--- src/rtl/cfgdec_pkg.sv ---
package cfgdec_pkg;
  localparam int WORD_W   = 32;
  localparam int SEL_W    = 2;
  localparam int BUS_W    = 8;
  localparam int DEV_W    = 5;
  localparam int FUNC_W   = 3;
  localparam int REGN_W   = 6;
  localparam int IDSEL_LINES = 16;

  localparam logic [SEL_W-1:0] SEL_ADDR  = 2'd0;
  localparam logic [SEL_W-1:0] SEL_RANGE = 2'd1;
  localparam logic [SEL_W-1:0] SEL_DATA  = 2'd2;

  typedef enum logic [1:0] {KIND_T0, KIND_T1, KIND_BAD} accKind_t;

  typedef struct packed {
    logic wrAddr;
    logic wrRange;
    logic latchReq;
    logic loadReg;
    logic loadCpl;
    logic clearResp;
  } dpStrobe_t;
endpackage

--- src/rtl/cfgDatapath.sv ---
module cfgDatapath
  import cfgdec_pkg::*;
#(
  parameter int NUM_IDSEL = 16
) (
  input  logic              clk,
  input  logic              rstN,
  input  dpStrobe_t         strobe,
  input  logic [SEL_W-1:0]  hostSel,
  input  logic              hostWrite,
  input  logic [WORD_W-1:0] hostWdata,
  input  logic [WORD_W-1:0] cplData,
  input  logic              cplAbort,
  output accKind_t          kind,
  output logic [WORD_W-1:0] reqAddr,
  output logic [WORD_W-1:0] reqData,
  output logic              reqWrite,
  output logic              reqType1,
  output logic [WORD_W-1:0] respData
);
  logic [WORD_W-1:0] cfgAddrQ, rangeQ;
  logic [BUS_W-1:0]  busNum, localBus, maxSubBus;
  logic [DEV_W-1:0]  devNum;
  logic [FUNC_W-1:0] funcNum;
  logic [REGN_W-1:0] regNum;
  logic [IDSEL_LINES-1:0] idselVec;
  logic [WORD_W-1:0] phase;

  // field positions
  assign regNum    = cfgAddrQ[7:2];
  assign busNum    = cfgAddrQ[15:8];
  assign devNum    = cfgAddrQ[20:16];
  assign funcNum   = cfgAddrQ[23:21];
  assign localBus  = rangeQ[15:8];
  assign maxSubBus = rangeQ[31:24];

  // R1 register file
  always_ff @(posedge clk or negedge rstN) begin
    if (!rstN) begin
      cfgAddrQ <= '0;
      rangeQ   <= '0;
    end else begin
      if (strobe.wrAddr)  cfgAddrQ <= hostWdata;
      if (strobe.wrRange) rangeQ   <= hostWdata;
    end
  end

  // range compare
  always_comb begin
    if (busNum == localBus)                              kind = KIND_T0;
    else if (busNum > localBus && busNum <= maxSubBus)   kind = KIND_T1;
    else                                                 kind = KIND_BAD;
  end

  // IDSEL decode, lines past NUM_IDSEL stay low
  for (genvar g = 0; g < IDSEL_LINES; g++) begin : gIdsel
    if (g < NUM_IDSEL) begin : gOn
      assign idselVec[g] = (devNum == DEV_W'(g));
    end else begin : gOff
      assign idselVec[g] = 1'b0;
    end
  end

  always_comb begin
    if (kind == KIND_T1)
      phase = {8'h00, busNum, devNum, funcNum, regNum, 2'b01};
    else
      phase = {idselVec, 5'b0, funcNum, regNum, 2'b00};
  end

  // request descriptor, frozen until next accept
  always_ff @(posedge clk or negedge rstN) begin
    if (!rstN) begin
      reqAddr  <= '0;
      reqData  <= '0;
      reqWrite <= 1'b0;
      reqType1 <= 1'b0;
    end else if (strobe.latchReq) begin
      reqAddr  <= phase;
      reqData  <= hostWdata;
      reqWrite <= hostWrite;
      reqType1 <= (kind == KIND_T1);
    end
  end

  // response mux
  always_ff @(posedge clk or negedge rstN) begin
    if (!rstN) begin
      respData <= '0;
    end else if (strobe.loadReg) begin
      case (hostSel)
        SEL_ADDR:  respData <= cfgAddrQ;
        SEL_RANGE: respData <= rangeQ;
        default:   respData <= '0;
      endcase
    end else if (strobe.loadCpl) begin
      if (reqWrite)      respData <= '0;
      else if (cplAbort) respData <= '1;
      else               respData <= cplData;
    end else if (strobe.clearResp) begin
      respData <= '0;
    end
  end
endmodule

--- src/rtl/cfgControl.sv ---
module cfgControl
  import cfgdec_pkg::*;
(
  input  logic             clk,
  input  logic             rstN,
  input  logic             hostValid,
  input  logic             hostWrite,
  input  logic [SEL_W-1:0] hostSel,
  input  accKind_t         kind,
  input  logic             reqReady,
  input  logic             cplValid,
  output logic             hostReady,
  output logic             hostRespValid,
  output logic             hostErr,
  output logic             reqValid,
  output dpStrobe_t        strobe
);
  typedef enum logic [1:0] {S_IDLE, S_ISSUE, S_WAIT, S_RESP} state_t;
  state_t state, stateNext;
  logic errQ;
  logic accept, isData;

  assign accept = hostValid && (state == S_IDLE);
  assign isData = (hostSel == SEL_DATA);

  always_comb begin
    strobe    = '0;
    stateNext = state;
    case (state)
      S_IDLE: if (hostValid) begin
        if (isData) begin
          if (kind == KIND_BAD) begin
            strobe.clearResp = 1'b1;
            stateNext        = S_RESP;
          end else begin
            strobe.latchReq = 1'b1;
            stateNext       = S_ISSUE;
          end
        end else begin
          if (hostWrite) begin
            strobe.wrAddr    = (hostSel == SEL_ADDR);
            strobe.wrRange   = (hostSel == SEL_RANGE);
            strobe.clearResp = 1'b1;
          end else begin
            strobe.loadReg = 1'b1;
          end
          stateNext = S_RESP;
        end
      end
      S_ISSUE: if (reqReady) stateNext = S_WAIT;
      S_WAIT: if (cplValid) begin
        strobe.loadCpl = 1'b1;
        stateNext      = S_RESP;
      end
      default: stateNext = S_IDLE;
    endcase
  end

  always_ff @(posedge clk or negedge rstN) begin
    if (!rstN) begin
      state <= S_IDLE;
      errQ  <= 1'b0;
    end else begin
      state <= stateNext;
      if (accept) errQ <= isData && (kind == KIND_BAD);
    end
  end

  assign hostReady     = (state == S_IDLE);
  assign reqValid      = (state == S_ISSUE);
  assign hostRespValid = (state == S_RESP);
  assign hostErr       = hostRespValid && errQ;

  a_r5_refused_locally: assert property (@(posedge clk) disable iff (!rstN)
    hostValid && hostReady && isData && kind == KIND_BAD |=> hostRespValid && hostErr && !reqValid);
  a_r9_legal_goes_out: assert property (@(posedge clk) disable iff (!rstN)
    hostValid && hostReady && isData && kind != KIND_BAD |=> reqValid && !hostReady);
  a_r10_valid_held: assert property (@(posedge clk) disable iff (!rstN)
    reqValid && !reqReady |=> reqValid);
  a_r6_resp_single: assert property (@(posedge clk) disable iff (!rstN)
    hostRespValid |=> hostReady && !hostRespValid);
endmodule

--- src/rtl/cfgCycleDecoder.sv ---
module cfgCycleDecoder
  import cfgdec_pkg::*;
#(
  parameter int NUM_IDSEL = 16
) (
  input  logic        clk,
  input  logic        rstN,
  input  logic        hostValid,
  output logic        hostReady,
  input  logic        hostWrite,
  input  logic [1:0]  hostSel,
  input  logic [31:0] hostWdata,
  output logic        hostRespValid,
  output logic [31:0] hostRdata,
  output logic        hostErr,
  output logic        reqValid,
  input  logic        reqReady,
  output logic        reqWrite,
  output logic        reqType1,
  output logic [31:0] reqAddr,
  output logic [31:0] reqData,
  input  logic        cplValid,
  input  logic [31:0] cplData,
  input  logic        cplAbort
);
  dpStrobe_t strobe;
  accKind_t  kind;

  cfgControl uCtrl (
    .clk(clk), .rstN(rstN), .hostValid(hostValid), .hostWrite(hostWrite),
    .hostSel(hostSel), .kind(kind), .reqReady(reqReady), .cplValid(cplValid),
    .hostReady(hostReady), .hostRespValid(hostRespValid), .hostErr(hostErr),
    .reqValid(reqValid), .strobe(strobe)
  );

  cfgDatapath #(.NUM_IDSEL(NUM_IDSEL)) uDp (
    .clk(clk), .rstN(rstN), .strobe(strobe), .hostSel(hostSel),
    .hostWrite(hostWrite), .hostWdata(hostWdata), .cplData(cplData),
    .cplAbort(cplAbort), .kind(kind), .reqAddr(reqAddr), .reqData(reqData),
    .reqWrite(reqWrite), .reqType1(reqType1), .respData(hostRdata)
  );

  a_r3_idsel_onehot: assert property (@(posedge clk) disable iff (!rstN)
    reqValid && !reqType1 |-> $onehot0(reqAddr[31:16]) && reqAddr[15:11] == 5'b0);
  a_r2_r4_low_bits: assert property (@(posedge clk) disable iff (!rstN)
    reqValid |-> reqAddr[1:0] == {1'b0, reqType1});
  a_r10_desc_stable: assert property (@(posedge clk) disable iff (!rstN)
    reqValid && !reqReady |=> $stable(reqAddr) && $stable(reqData) && $stable(reqWrite) && $stable(reqType1));
endmodule

--- config.mk ---
export PLATFORM = sky130hd
export DESIGN_NAME = cfgCycleDecoder
export DESIGN_NICKNAME = d
export VERILOG_FILES = /design/src/rtl/cfgdec_pkg.sv /design/src/rtl/cfgDatapath.sv /design/src/rtl/cfgControl.sv /design/src/rtl/cfgCycleDecoder.sv
export SDC_FILE = /design/constraint.sdc
export NUM_CORES = 1
export LEC_CHECK = 0
export BUFFER_PORTS_ARGS = -buffer_cell sky130_fd_sc_hd__buf_4
export CORE_MARGIN = 5
export CORE_UTILIZATION = 39
export CTS_BUF_LIST = sky130_fd_sc_hd__clkbuf_4 sky130_fd_sc_hd__clkbuf_8
export CTS_CLUSTER_SIZE = 8
export DETAILED_ROUTE_END_ITERATION = 7
export GPL_ROUTABILITY_DRIVEN = 0
export GPL_TIMING_DRIVEN = 1
export SLEW_MARGIN = 25
export SYNTH_ARGS = -nofsm -noshare
export SYNTH_HDL_FRONTEND = slang
export SYNTH_HIERARCHICAL = 1
export SYNTH_SLANG_ARGS = --single-unit
--- constraint.sdc ---
create_clock -name clk -period 4.3 [get_ports clk]
set_input_delay 0.86 -clock clk [delete_from_list [all_inputs] [get_ports clk]]
set_output_delay 0.86 -clock clk [all_outputs]
set_load 0.02 [all_outputs]
Word level (Yosys, flattened, before mapping)
Index checks and enable logic that the tools add are counted.
{"block": "word_totals", "regBits": 165, "in_bits": 73, "out_inout_bits": 102, "word_cells": 76}
{"block": "op_classes", "n_lt_le_gt_ge": 2, "n_eq_ne": 26, "n_mux": 30, "n_reduce_logical": 9}
{"operator": "$mux 32", "n": 6}
{"operator": "$pmux 32 s2", "n": 1}
{"operator": "$eq 5x4->1 const B", "n": 8}
{"operator": "$eq 5x3->1 const B", "n": 4}
{"operator": "$mux 2", "n": 9}
{"operator": "$mux 1", "n": 11}
{"operator": "$eq 5x2->1 const B", "n": 2}
{"operator": "$eq 2x2->1 const B", "n": 4}
{"operator": "$eq 8x8->1", "n": 1}
{"operator": "$gt 8x8->1", "n": 1}
{"operator": "$le 8x8->1", "n": 1}
{"operator": "$mux 4", "n": 2}
{"operator": "$eq 2x1->1 const B", "n": 3}
{"operator": "$pmux 2 s3", "n": 1}
{"operator": "$eq 5x1->1 const B", "n": 1}
{"operator": "$logic_not 5->1", "n": 1}
{"operator": "$logic_and 1x1->1", "n": 4}
{"operator": "$logic_not 2->1", "n": 2}
{"operator": "$ne 2x2->1 const B", "n": 2}
{"operator": "$reduce_and 3->1", "n": 1}
{"operator": "$reduce_bool 3->1", "n": 1}
{"operator": "$ne 2x1->1 const B", "n": 1}

Depth between registers and ports, before layout
Gate-level depths: netlist of run 1.
{"block": "depth", "ltp_word": 12, "depth_mapped": 18, "ltp_nobuf": 15}

By module
The synthesis of run 1 kept the hierarchy.
{"mod": "cfgDatapath", "instances": 1, "cells_per_inst": 575, "area_each_um2": 7100.6, "seq_area_each_um2": 4003.8}
{"mod": "cfgControl", "instances": 1, "cells_per_inst": 36, "area_each_um2": 324.1, "seq_area_each_um2": 75.1}

Least setup slack after synthesis of run 1
No wires, ideal clock.
{"block": "synth_timing", "path_kind": "register -> register", "startpoint": "register uDp.cfgAddrQ[9]", "endpoint": "register uDp.reqAddr[24]", "setup_time_ps": 135, "arrival_ps": 2850, "required_time_ps": 4165, "slack_ps": 1315, "path_stages_with_launch": 17, "path_buffers": 6, "period_less_slack_ps": 2985, "path_cell_list": "dfrtp_1 -> ha_1 -> nor2b_2 -> o211ai_2 -> a21oi_1 -> o22ai_2 -> and3_1 -> buf_6 -> buf_6 -> buf_4 -> nand2b_4 -> nand2_2 -> nor2_1 -> buf_2 -> clkbuf_1 -> clkbuf_1 -> o22ai_1"}
{"element": "start, declared", "line": "cfgDatapath.sv:21", "text": "logic [WORD_W-1:0] cfgAddrQ, rangeQ;"}
{"element": "start signal, assigned", "line": "cfgDatapath.sv:43", "text": "if (strobe.wrAddr) cfgAddrQ <= hostWdata;"}
{"element": "end signal, assigned", "line": "cfgDatapath.sv:79", "text": "reqAddr <= phase;"}
{"element": "end, declared", "line": "cfgDatapath.sv:15", "text": "output logic [WORD_W-1:0] reqAddr,"}

==> impl_metrics.csv, run 1 <==
group,metric,value,unit
cts,clock_latency,0.46,ns
cts,root_buffer,"clkbuf_8",
setup_path,timing.rr.end,"uDp/respData[19]$_DFFE_PN0P_",
cts,cts_sinks,163,
flow_run,maxCapViolCount,0,
cts,cts_tree,"built",
cells_and_area,fill_cells,1663,
routing,routedWlPerCell,19.6,um
setup_path,worst-setup-path-type,"flip-flop to flip-flop",
yosys,syn_area,0.00742,mm^2
sta,hold_viol_final,0,
routing,route.vias.total,5362,
global_routing,antenna_found_initial,0,
floorplan,die_y,148,um
floorplan,initial_core_util,0.397,
routing,drc,0,
cells_and_area,drive_above_1_share,0.423,
routing,viasPerCell,5.28,
cells_and_area,fin_nets,862,
power,ir_drop,303,uV
global_routing,grt_pass1_wl,31600,um
floorplan,pin_count,175,
yosys,synthFlopType,"dfrtp_1",
cts,holdBufCountCts,0,
yosys,syn-num-nets,705,
status,status,"completed",
placement,dpl.cell_count,983,
setup_path,r2r_setup_slack,0.83,ns
sta,drv_slew,0,
global_routing,grt_pass1_vias,5717,
placement,port_buffers,173,
setup_path,reg2reg_depth,16,
floorplan,core,0.0187,mm^2
floorplan,die_w,148,um
routing,finalWirelength,19900,um
yosys,synth_top_area_frac,0.549,
power,p_leak,4.55,nW
global_routing,track_usage,0.184,
cts,cts_buffer_depth,2,
setup_path,crit_path_end_kind,"flip-flop",
sta,setup_violations,0,
yosys,ys_warn_count,6,
setup_path,worst-path-max-fanout,22,
yosys,synth-edff-count,0,
yosys,ys_ff_latch,163,
setup_path,setup.worst_path.start_class,"flip-flop",
cells_and_area,fin_cells,1015,
power,p_per_area,726,mW/mm^2
cts,cts_resized,0,
sta,min_period,3.47,ns
setup_path,required,4.66,ns
cts,cts-buffers-inserted,17,
global_routing,grt_max_degree,101,
global_routing,overflow,0,
sta,layout_setup_ws,0.829,ns
sta,fin_setup_tns,0,ns
sta,rsz0062_at_grt,"no",
yosys,synthArstFlopShare,1.00,
yosys,ys_seq_area_frac,0.549,
sta,tightest_slew,0.901,ns
setup_path,worst_r2r_startpoint,"uDp/cfgAddrQ[9]$_DFFE_PN0P_",
routing,first_pass_iters,5,
floorplan,dieArea,0.0219,mm^2
sta,maxSlewHeadroom,0.399,
placement,pre_cts_ws,0.875,ns
sta,fmax,288,MHz
setup_path,crit_arrival,3.83,ns
cts,cts_setup_buffers,0,
worst_hold_path,min-delay-path-class,"primary input to async pin",
cts,path_clk_slew,0.09,ns
routing,dr.first_iter.drc_count,320,
sta,period_share,0.807,
yosys,synth_most_common_cell,"dfrtp_1",
yosys,synth_area_leaders,"dfrtp_1, mux2_2, mux2i_1",
placement,dp_hpwl,14000,um
cells_and_area,area_growth,25.3,%
power,total_power,6.75,mW
yosys,synth_cell_types,48,
routing,postRouteAntennaNets,0,
sta,clock_skew,0.00764,ns
cells_and_area,antennaDiodeCount,0,
yosys,syn_inst,611,
yosys,yosys-top-cells-count,"dfrtp_1, mux2_2, nand2_1",
floorplan,rows,50,
cts,htree_levels,4,
yosys,syn_avg_cell_area,12.2,um^2
yosys,synth.largest_area_cell,"dfrtp_1",
-- placed cells by master, fill, tap and decap left out, types with 3 or more instances in the layout --
cell / count
o21ai_0: 50
a21oi_1: 9
clkbuf_4: 3
inv_1: 28
nor3b_1: 3
a221o_1: 8
nand2_1: 55
nor2_1: 4
clkinv_2: 3
nand2b_1: 10
buf_4: 178
nor2b_1: 13
o22ai_1: 7
clkinvlp_4: 3
clkbuf_8: 22
mux2_2: 92
mux2i_1: 32
a31o_2: 4
dfrtp_1: 163
ha_1: 21
o211ai_1: 32
-- through the flow --
stage,util,cell area (um^2),hold slack [ns]
global placement,0.477,8910,0.488
CTS,0.497,9300,0.514
floorplan,-,7420,0.440
detailed placement,0.477,8910,0.495
finish,0.497,9310,0.490
global route,0.497,9310,0.520
-- sequential cells by signal, indices dropped and copies added, names as in the netlist --
register and flops:
uCtrl/errQ 1, uCtrl/state 2, uDp/cfgAddrQ 32, uDp/rangeQ 32
uDp/reqAddr 31, uDp/reqData 32, uDp/reqWrite 1, uDp/respData 32
-- metal layers --
metal / vias up / routed length, um / track usage
met4: 0 / 385 / 0.0610
met2: 132 / 10000 / 0.305
li1: 2478 / - / -
met1: 2727 / 8550 / 0.241
met3: 25 / 975 / 0.0423
met5: - / 0 / 0
-- worst max path at each step --
stage | depth (start not counted) | end | slack, ns | startpoint
final | 16 | uDp/respData[19]$_DFFE_PN0P_ | 0.83 | uDp/cfgAddrQ[9]$_DFFE_PN0P_
after global routing | 16 | uDp/respData[8]$_DFFE_PN0P_ | 0.63 | uDp/cfgAddrQ[9]$_DFFE_PN0P_
after CTS | 16 | uDp/respData[19]$_DFFE_PN0P_ | 0.84 | uDp/cfgAddrQ[9]$_DFFE_PN0P_
after detailed placement | 16 | uDp/respData[8]$_DFFE_PN0P_ | 0.87 | uDp/cfgAddrQ[9]$_DFFE_PN0P_
after global placement | 17 | uDp/respData[18]$_DFFE_PN0P_ | 1.03 | uDp/cfgAddrQ[8]$_DFFE_PN0P_
after floorplan | 16 | uDp/reqAddr[24]$_DFFE_PN0P_ | 1.32 | uDp/cfgAddrQ[9]$_DFFE_PN0P_
-- critical path, stage by stage (launching register included) --
cell	delay, ns
dfrtp_1	0.44
ha_1	0.32
nor2b_2	0.16
o211ai_2	0.12
a21oi_1	0.09
o22ai_2	0.20
and3_1	0.19
buf_4	0.22
nor2_1	0.10
nand2b_4	0.09
nand2_2	0.08
o21ai_0	0.08
nor2_1	0.07
nor3_2	0.55
buf_4	0.43
nand2_1	0.12
o211ai_1	0.11
-- report_power, final --
group,leakage (nW),switching [mW],internal [mW]
logic,2.27,1.59,1.37
registers,2.08,0.488,2.21
clock network,0.195,0.559,0.537
total,4.55,2.64,4.12
-- cell families (layout without fill, tap and decap cells) --
| kind of cell | after synthesis | in the layout | synth area share |
|---|---|---|---|
| other | 1 | 1 | 0.000505 |
| multiplexers | 124 | 124 | 0.183 |
| AND/OR/NAND/NOR | 111 | 111 | 0.0797 |
| adder cells (fa/ha/maj) | 21 | 21 | 0.0354 |
| AO/OA/AOI/OAI | 120 | 120 | 0.112 |
| buffers and inverters | 71 | 241 | 0.0404 |
| flip-flops | 163 | 163 | 0.549 |
-- layout make-up --
cell class | count | area (um^2) | area share
Clock buffer | 24 | 312 | 0.0335
Tap cell | 234 | 293 | 0.0315
Timing Repair Buffer | 180 | 1370 | 0.147
Multi-Input combinational cell | 377 | 3070 | 0.330
Inverter | 29 | 109 | 0.0117
Clock inverter | 8 | 76.3 | 0.00820
Sequential cell | 163 | 4080 | 0.438
Power figures use the tool's default switching activity.
==> run 2: changes to the inputs <==
--- a/config.mk
+++ b/config.mk
@@ -5,6 +5,7 @@
 export SDC_FILE = /design/constraint.sdc
 export NUM_CORES = 1
 export LEC_CHECK = 0
+export ABC_AREA = 1
 export BUFFER_PORTS_ARGS = -buffer_cell sky130_fd_sc_hd__buf_4
 export CORE_MARGIN = 5
 export CORE_UTILIZATION = 39
==> constraint.sdc (replaced) <==
create_clock -name clk -period 3.56 [get_ports clk]
set_input_delay 0.712 -clock clk [delete_from_list [all_inputs] [get_ports clk]]
set_output_delay 0.712 -clock clk [all_outputs]
set_load 0.02 [all_outputs]
==> run 2 against run 1 <==
  * Clock power rose by 28%
  * Fmax rose by 11%
  * Flip-flop and latch count did not move
  * Largest cell class unchanged
==> impl_metrics.csv, run 2 <==
group,metric,value,unit
status,status,"completed",
global_routing,grt_pass1_vias,6081,
placement,dp_hpwl,15100,um
cts,clock_latency,0.46,ns
setup_path,crit_chain,"ha_1, nand2_1, nor2_1, nand4_1, nand2_1, nand2_2, inv_1, nor2_1, nand2_1, nand2_2, nor2_4, buf_4, nand3_1, nor2_1, nand2_1, o21ai_0",
sta,maxSlewHeadroom,0.415,
routing,routedWlPerCell,16.1,um
power,ir_drop,347,uV
cts,cts-buffers-inserted,17,
worst_hold_path,min-delay-path-class,"primary input to async pin",
sta,rsz0062_at_grt,"no",
setup_path,slowest_stage,"buf_4",
sta,drv_slew,0,
yosys,synthFlopType,"dfrtp_1",
setup_path,crit_path_frequent_cell,"nand2_1",
cts,holdBufCountCts,0,
yosys,synth.largest_area_cell,"dfrtp_1",
placement,pre_cts_ws,0.484,ns
yosys,synth_cell_types,28,
sta,min_period,3.12,ns
cells_and_area,fin_nets,1143,
cells_and_area,antennaDiodeCount,0,
sta,hold_viol_final,0,
yosys,synth_top_area_frac,0.552,
floorplan,rows,50,
floorplan,pin_count,175,
floorplan,die_w,148,um
yosys,synthArstFlopShare,1.00,
yosys,ys_warn_count,6,
setup_path,critPathMaxStageDelay,0.47,ns
cts,cts_buffer_depth,2,
yosys,ys_ff_latch,163,
sta,setup_violations,0,
yosys,synth_most_common_cell,"nand2_1",
yosys,synth_area_leaders,"dfrtp_1, nand2_1, o21ai_0",
floorplan,core,0.0187,mm^2
power,p_leak,4.88,nW
yosys,syn_area,0.00740,mm^2
floorplan,initial_core_util,0.395,
sta,whs,0.323,ns
cells_and_area,seqCellArea,0.00408,mm^2
sta,fmax,321,MHz
cells_and_area,layout_common_cells,"nand2_1, buf_4, dfrtp_1",
global_routing,grt_max_degree,93,
yosys,syn_avg_cell_area,8.28,um^2
placement,port_buffers,173,
yosys,syn_inst,893,
setup_path,path_buf_inv,2,
yosys,syn-num-nets,987,
cells_and_area,final_common_cell,"nand2_1",
yosys,ys_seq_area_frac,0.552,
setup_path,setup.worst_path.start_class,"flip-flop",
cells_and_area,multiInputGateArea,0.00281,mm^2
routing,drc,0,
sta,period_share,0.875,
cts,root_buffer,"clkbuf_8",
setup_path,path_delay_family,"simple AND/OR/NAND/NOR gates",
placement,place_area,0.00893,mm^2
routing,dr.first_iter.drc_count,459,
cts,cts_tree,"built",
floorplan,die_y,148,um
setup_path,worst-path-max-fanout,42,
cts,cts_resized,0,
global_routing,antenna_found_initial,0,
cells_and_area,area_growth,26.5,%
setup_path,worst-setup-path-type,"flip-flop to flip-flop",
routing,postRouteAntennaNets,0,
cts,cts_setup_buffers,0,
setup_path,required,3.94,ns
routing,viasPerCell,4.90,
setup_path,crit_arrival,3.49,ns
global_routing,overflow,0,
sta,tightest_slew,0.878,ns
power,p_per_area,872,mW/mm^2
yosys,yosys-top-cells-count,"nand2_1, dfrtp_1, o21ai_0",
cts,path_clk_slew,0.09,ns
sta,layout_setup_ws,0.444,ns
routing,route.vias.total,6348,
sta,clock_skew,0.0112,ns
global_routing,grt_pass1_wl,33900,um
sta,fin_setup_tns,0,ns
cells_and_area,fill_cells,1806,
cts,htree_levels,4,
cells_and_area,design_area,0.00935,mm^2
flow_run,maxCapViolCount,0,
cts,cts_sinks,163,
routing,first_pass_iters,5,
setup_path,crit_path_end_kind,"flip-flop",
cells_and_area,drive_above_1_share,0.225,
routing,finalWirelength,20900,um
global_routing,track_usage,0.197,
yosys,synth-edff-count,0,
floorplan,dieArea,0.0218,mm^2
run 2: cell types whose count changed after synthesis, moves of 25 or more:
cell and delta:
o21ai_0 +63, nand3_1 +59, inv_1 +59, o22ai_1 +25, mux2_2 -92, mux2i_1 -32, nand2_1 +266, o211ai_1 -32
run 2: routing by layer:
layer,GRT usage,share of wire,up-vias
met1,0.295,0.49,2996
li1,-,-,3150
met5,0,0,-
met2,0.290,0.44,177
met4,0.0522,0.016,0
met3,0.0438,0.054,25
run 2: logic make-up (layout without fill, tap and decap cells):
family          after synthesis  in the layout  synth area share
simple gates                412            412             0.225
fa+ha+maj                    21             21            0.0355
compound gates              156            156             0.113
buf+inv                     140            309            0.0739
other cells                   1              1          0.000507
flops                       163            163             0.552
run 2: power by group:
group	leakage (nW)	total, mW	switching, mW	internal, mW
registers	2.03	3.08	0.421	2.66
clock network	0.201	1.41	0.699	0.710
logic	2.65	3.66	2.29	1.37
total	4.88	8.15	3.41	4.74
run 2: worst reg2reg max path: cells and delay by family, from the launching register on:
family | cells | cell delay [ns]
DFF | 1 | 0.40
and+or+nand+nor | 12 | 1.56
buffers and inverters | 2 | 0.60
adders and majority gates | 1 | 0.32
AOI/OAI and AO/OA | 1 | 0.16
run 2: cell type report:
type,count,share of cell area
clock buffer,22,0.0317
tap,234,0.0313
multi-input combinational,590,0.300
inverter,88,0.0353
timing repair buffer,189,0.152
clock inverter,10,0.0134
sequential,163,0.436
run 2: worst paths after layout:
kind	endpoint	depth (start not counted)	startpoint	slack, ns
setup reg to reg	uDp/reqAddr[25]$_DFFE_PN0P_	16	uDp/cfgAddrQ[15]$_DFFE_PN0P_	0.44
min in group clk	uDp/reqData[4]$_DFFE_PN0P_	3	hostWdata[4]	0.47
hold reg to reg	uDp/reqData[9]$_DFFE_PN0P_	2	uDp/reqData[9]$_DFFE_PN0P_	0.48
max in group asynchronous	uDp/rangeQ[20]$_DFFE_PN0P_	2	rstN	2.37
setup / recovery	uDp/reqAddr[25]$_DFFE_PN0P_	16	uDp/cfgAddrQ[15]$_DFFE_PN0P_	0.44
hold / removal	uDp/respData[31]$_DFFE_PN0P_	1	rstN	0.32
run 2: stage by stage:
| step | power (mW) | instances | util |
|---|---|---|---|
| after floorplan | 5.39 | 893 | - |
| after global placement | 6.74 | 1264 | 0.478 |
| after detailed placement | 6.80 | 1264 | 0.478 |
| after CTS | 8.23 | 1296 | 0.500 |
| after global routing | 8.84 | 1296 | 0.500 |
| final | 8.15 | 1296 | 0.500 |
==> run 3: changes to the inputs <==
--- a/config.mk
+++ b/config.mk
@@ -14,6 +14,7 @@
 export DETAILED_ROUTE_END_ITERATION = 7
 export GPL_ROUTABILITY_DRIVEN = 0
 export GPL_TIMING_DRIVEN = 1
+export PLACE_DENSITY_LB_ADDON = 0.15
 export SLEW_MARGIN = 25
 export SYNTH_ARGS = -nofsm -noshare
 export SYNTH_HDL_FRONTEND = slang
==> run 3 against run 2 <==
  * Final cell count down 0.31%
  * First-iteration DRC count shrank 9.2%
  * Register-to-register slack gained 0.17 ns
  * Routed wire length grew 1.3%
  * Non-clock buffer count down 4
  * Highest routed layer is now met5
  * Critical path type unchanged
  * Fmax rose by 5.6%
  * Clock power down 7%
==> impl_metrics.csv, run 3 (synthesis gave the netlist of run 2 again) <==
group,metric,value,unit
power,combPwrFrac,0.451,
routing,viasPerCell,4.87,
placement,pre_cts_ws,0.639,ns
sta,period_share,0.829,
floorplan,core,0.0187,mm^2
setup_path,worst-path-max-fanout,57,
setup_path,worst-setup-path-type,"flip-flop to flip-flop",
routing,route.vias.total,6288,
global_routing,grt_pass1_wl,34600,um
setup_path,timing.rr.end,"uDp/reqAddr[2]$_DFFE_PN0P_",
sta,maxSlewHeadroom,0.482,
global_routing,grt_pass1_vias,6283,
cts,cts-buffers-inserted,17,
cts,cts_resized,0,
setup_path,setup.worst_path.start_class,"flip-flop",
setup_path,crit_path_end_kind,"flip-flop",
flow_run,maxCapViolCount,0,
routing,drc,0,
sta,hold_viol_final,0,
sta,layout_setup_ws,0.609,ns
sta,clock_skew,0.0127,ns
sta,fmax,339,MHz
placement,port_buffers,173,
cts,cts_buffer_depth,2,
global_routing,antenna_found_initial,1,
cells_and_area,antennaDiodeCount,0,
floorplan,die_y,148,um
worst_hold_path,min-delay-path-class,"primary input to async pin",
cts,cts_setup_buffers,0,
sta,setup_violations,0,
global_routing,grt_max_degree,76,
routing,postRouteAntennaNets,0,
cells_and_area,postLayoutCoreUtil,0.498,
routing,dr.first_iter.drc_count,417,
cts,cts_tree,"built",
power,p_clk_frac,0.163,
setup_path,crit_arrival,3.28,ns
cts,cts_sinks,163,
cells_and_area,final_common_cell,"nand2_1",
power,p_seq_frac,0.386,
cts,path_clk_slew,0.09,ns
floorplan,initial_core_util,0.395,
global_routing,overflow,0,
power,p_per_area,866,mW/mm^2
routing,routedWlPerCell,16.4,um
power,switching_power,3.41,mW
cts,holdBufCountCts,0,
sta,fin_setup_tns,0,ns
power,p_leak,4.86,nW
floorplan,die_w,148,um
setup_path,reg2reg_depth,16,
sta,min_period,2.95,ns
cells_and_area,seqCellArea,0.00408,mm^2
floorplan,rows,50,
cells_and_area,area_growth,26.0,%
cts,htree_levels,4,
sta,tightest_slew,0.777,ns
sta,drv_slew,0,
setup_path,r2r_setup_slack,0.61,ns
cells_and_area,fin_nets,1139,
setup_path,worst_r2r_startpoint,"uDp/cfgAddrQ[13]$_DFFE_PN0P_",
cells_and_area,layout_common_cells,"nand2_1, buf_4, dfrtp_1",
cells_and_area,multiInputGateArea,0.00281,mm^2
routing,first_pass_iters,5,
cts,root_buffer,"clkbuf_8",
power,internal-power,4.66,mW
sta,rsz0062_at_grt,"no",
floorplan,pin_count,175,
power,total_power,8.07,mW
floorplan,dieArea,0.0218,mm^2
setup_path,required,3.89,ns
placement,dp_hpwl,15100,um
power,switching_share,0.422,
cells_and_area,fill_cells,1852,
power,ir_drop,352,uV
routing,finalWirelength,21200,um
status,status,"completed",
global_routing,track_usage,0.200,
cts,clock_latency,0.45,ns
cells_and_area,drive_above_1_share,0.222,
==> run 3: worst max-delay path by stage <==
stage | from | endpoint | cells after the start
after floorplan | uDp/cfgAddrQ[13]$_DFFE_PN0P_ | uDp/reqAddr[17]$_DFFE_PN0P_ | 20
after global placement | uDp/rangeQ[27]$_DFFE_PN0P_ | uDp/reqAddr[4]$_DFFE_PN0P_ | 17
after detailed placement | uDp/rangeQ[27]$_DFFE_PN0P_ | uDp/reqAddr[2]$_DFFE_PN0P_ | 17
after CTS | uDp/rangeQ[27]$_DFFE_PN0P_ | uDp/reqAddr[9]$_DFFE_PN0P_ | 17
after global routing | uDp/cfgAddrQ[13]$_DFFE_PN0P_ | uDp/reqAddr[6]$_DFFE_PN0P_ | 15
final | uDp/cfgAddrQ[13]$_DFFE_PN0P_ | uDp/reqAddr[2]$_DFFE_PN0P_ | 16
==> run 3: stage by stage <==
step	cells	hold slack [ns]	area, um^2
3_3_place_gp	1260	0.458	8930
4_1_cts	1292	0.282	9320
5_1_grt	1292	0.307	9320
6_report	1292	0.272	9320
3_5_place_dp	1260	0.460	8930
2_1_floorplan	893	0.416	7400
==> run 3: area by class of cell <==
class,count,area share
flip-flops and latches,163,0.438
multi-input cells,590,0.301
repair buffers,185,0.152
inverters,88,0.0354
well taps,234,0.0314
clock buffers,22,0.0311
clock inverters,10,0.0109
==> run 3: critical path: stages, from the launching register on <==
cell	delay [ns]
dfrtp_1	0.41
ha_1	0.32
a21oi_1	0.16
nor2_1	0.05
nor2_1	0.09
nand2_1	0.06
nand2_1	0.23
nand2_2	0.22
inv_1	0.11
nor2_1	0.06
nand2_1	0.10
nand2_2	0.08
nor2_4	0.24
inv_2	0.24
buf_12	0.26
nand2_1	0.10
o21ai_0	0.07
==> run 3: power groups by stage <==
stage | sequential (mW) | clock [mW] | combinational (mW)
final | 3.11 | 1.31 | 3.64
after global routing | 3.22 | 1.44 | 4.11
after detailed placement | 3.14 | 0 | 3.68
after floorplan | 3.55 | 0 | 1.83
after global placement | 3.14 | 0 | 3.62
after CTS | 3.11 | 1.36 | 3.69
==> run 3: layer usage <==
layer | up-vias | track usage | share of wire
met5 | - | 0 | 0.00095
met3 | 20 | 0.0503 | 0.062
li1 | 3144 | - | -
met4 | 2 | 0.0503 | 0.012
met1 | 2930 | 0.291 | 0.48
met2 | 192 | 0.302 | 0.44
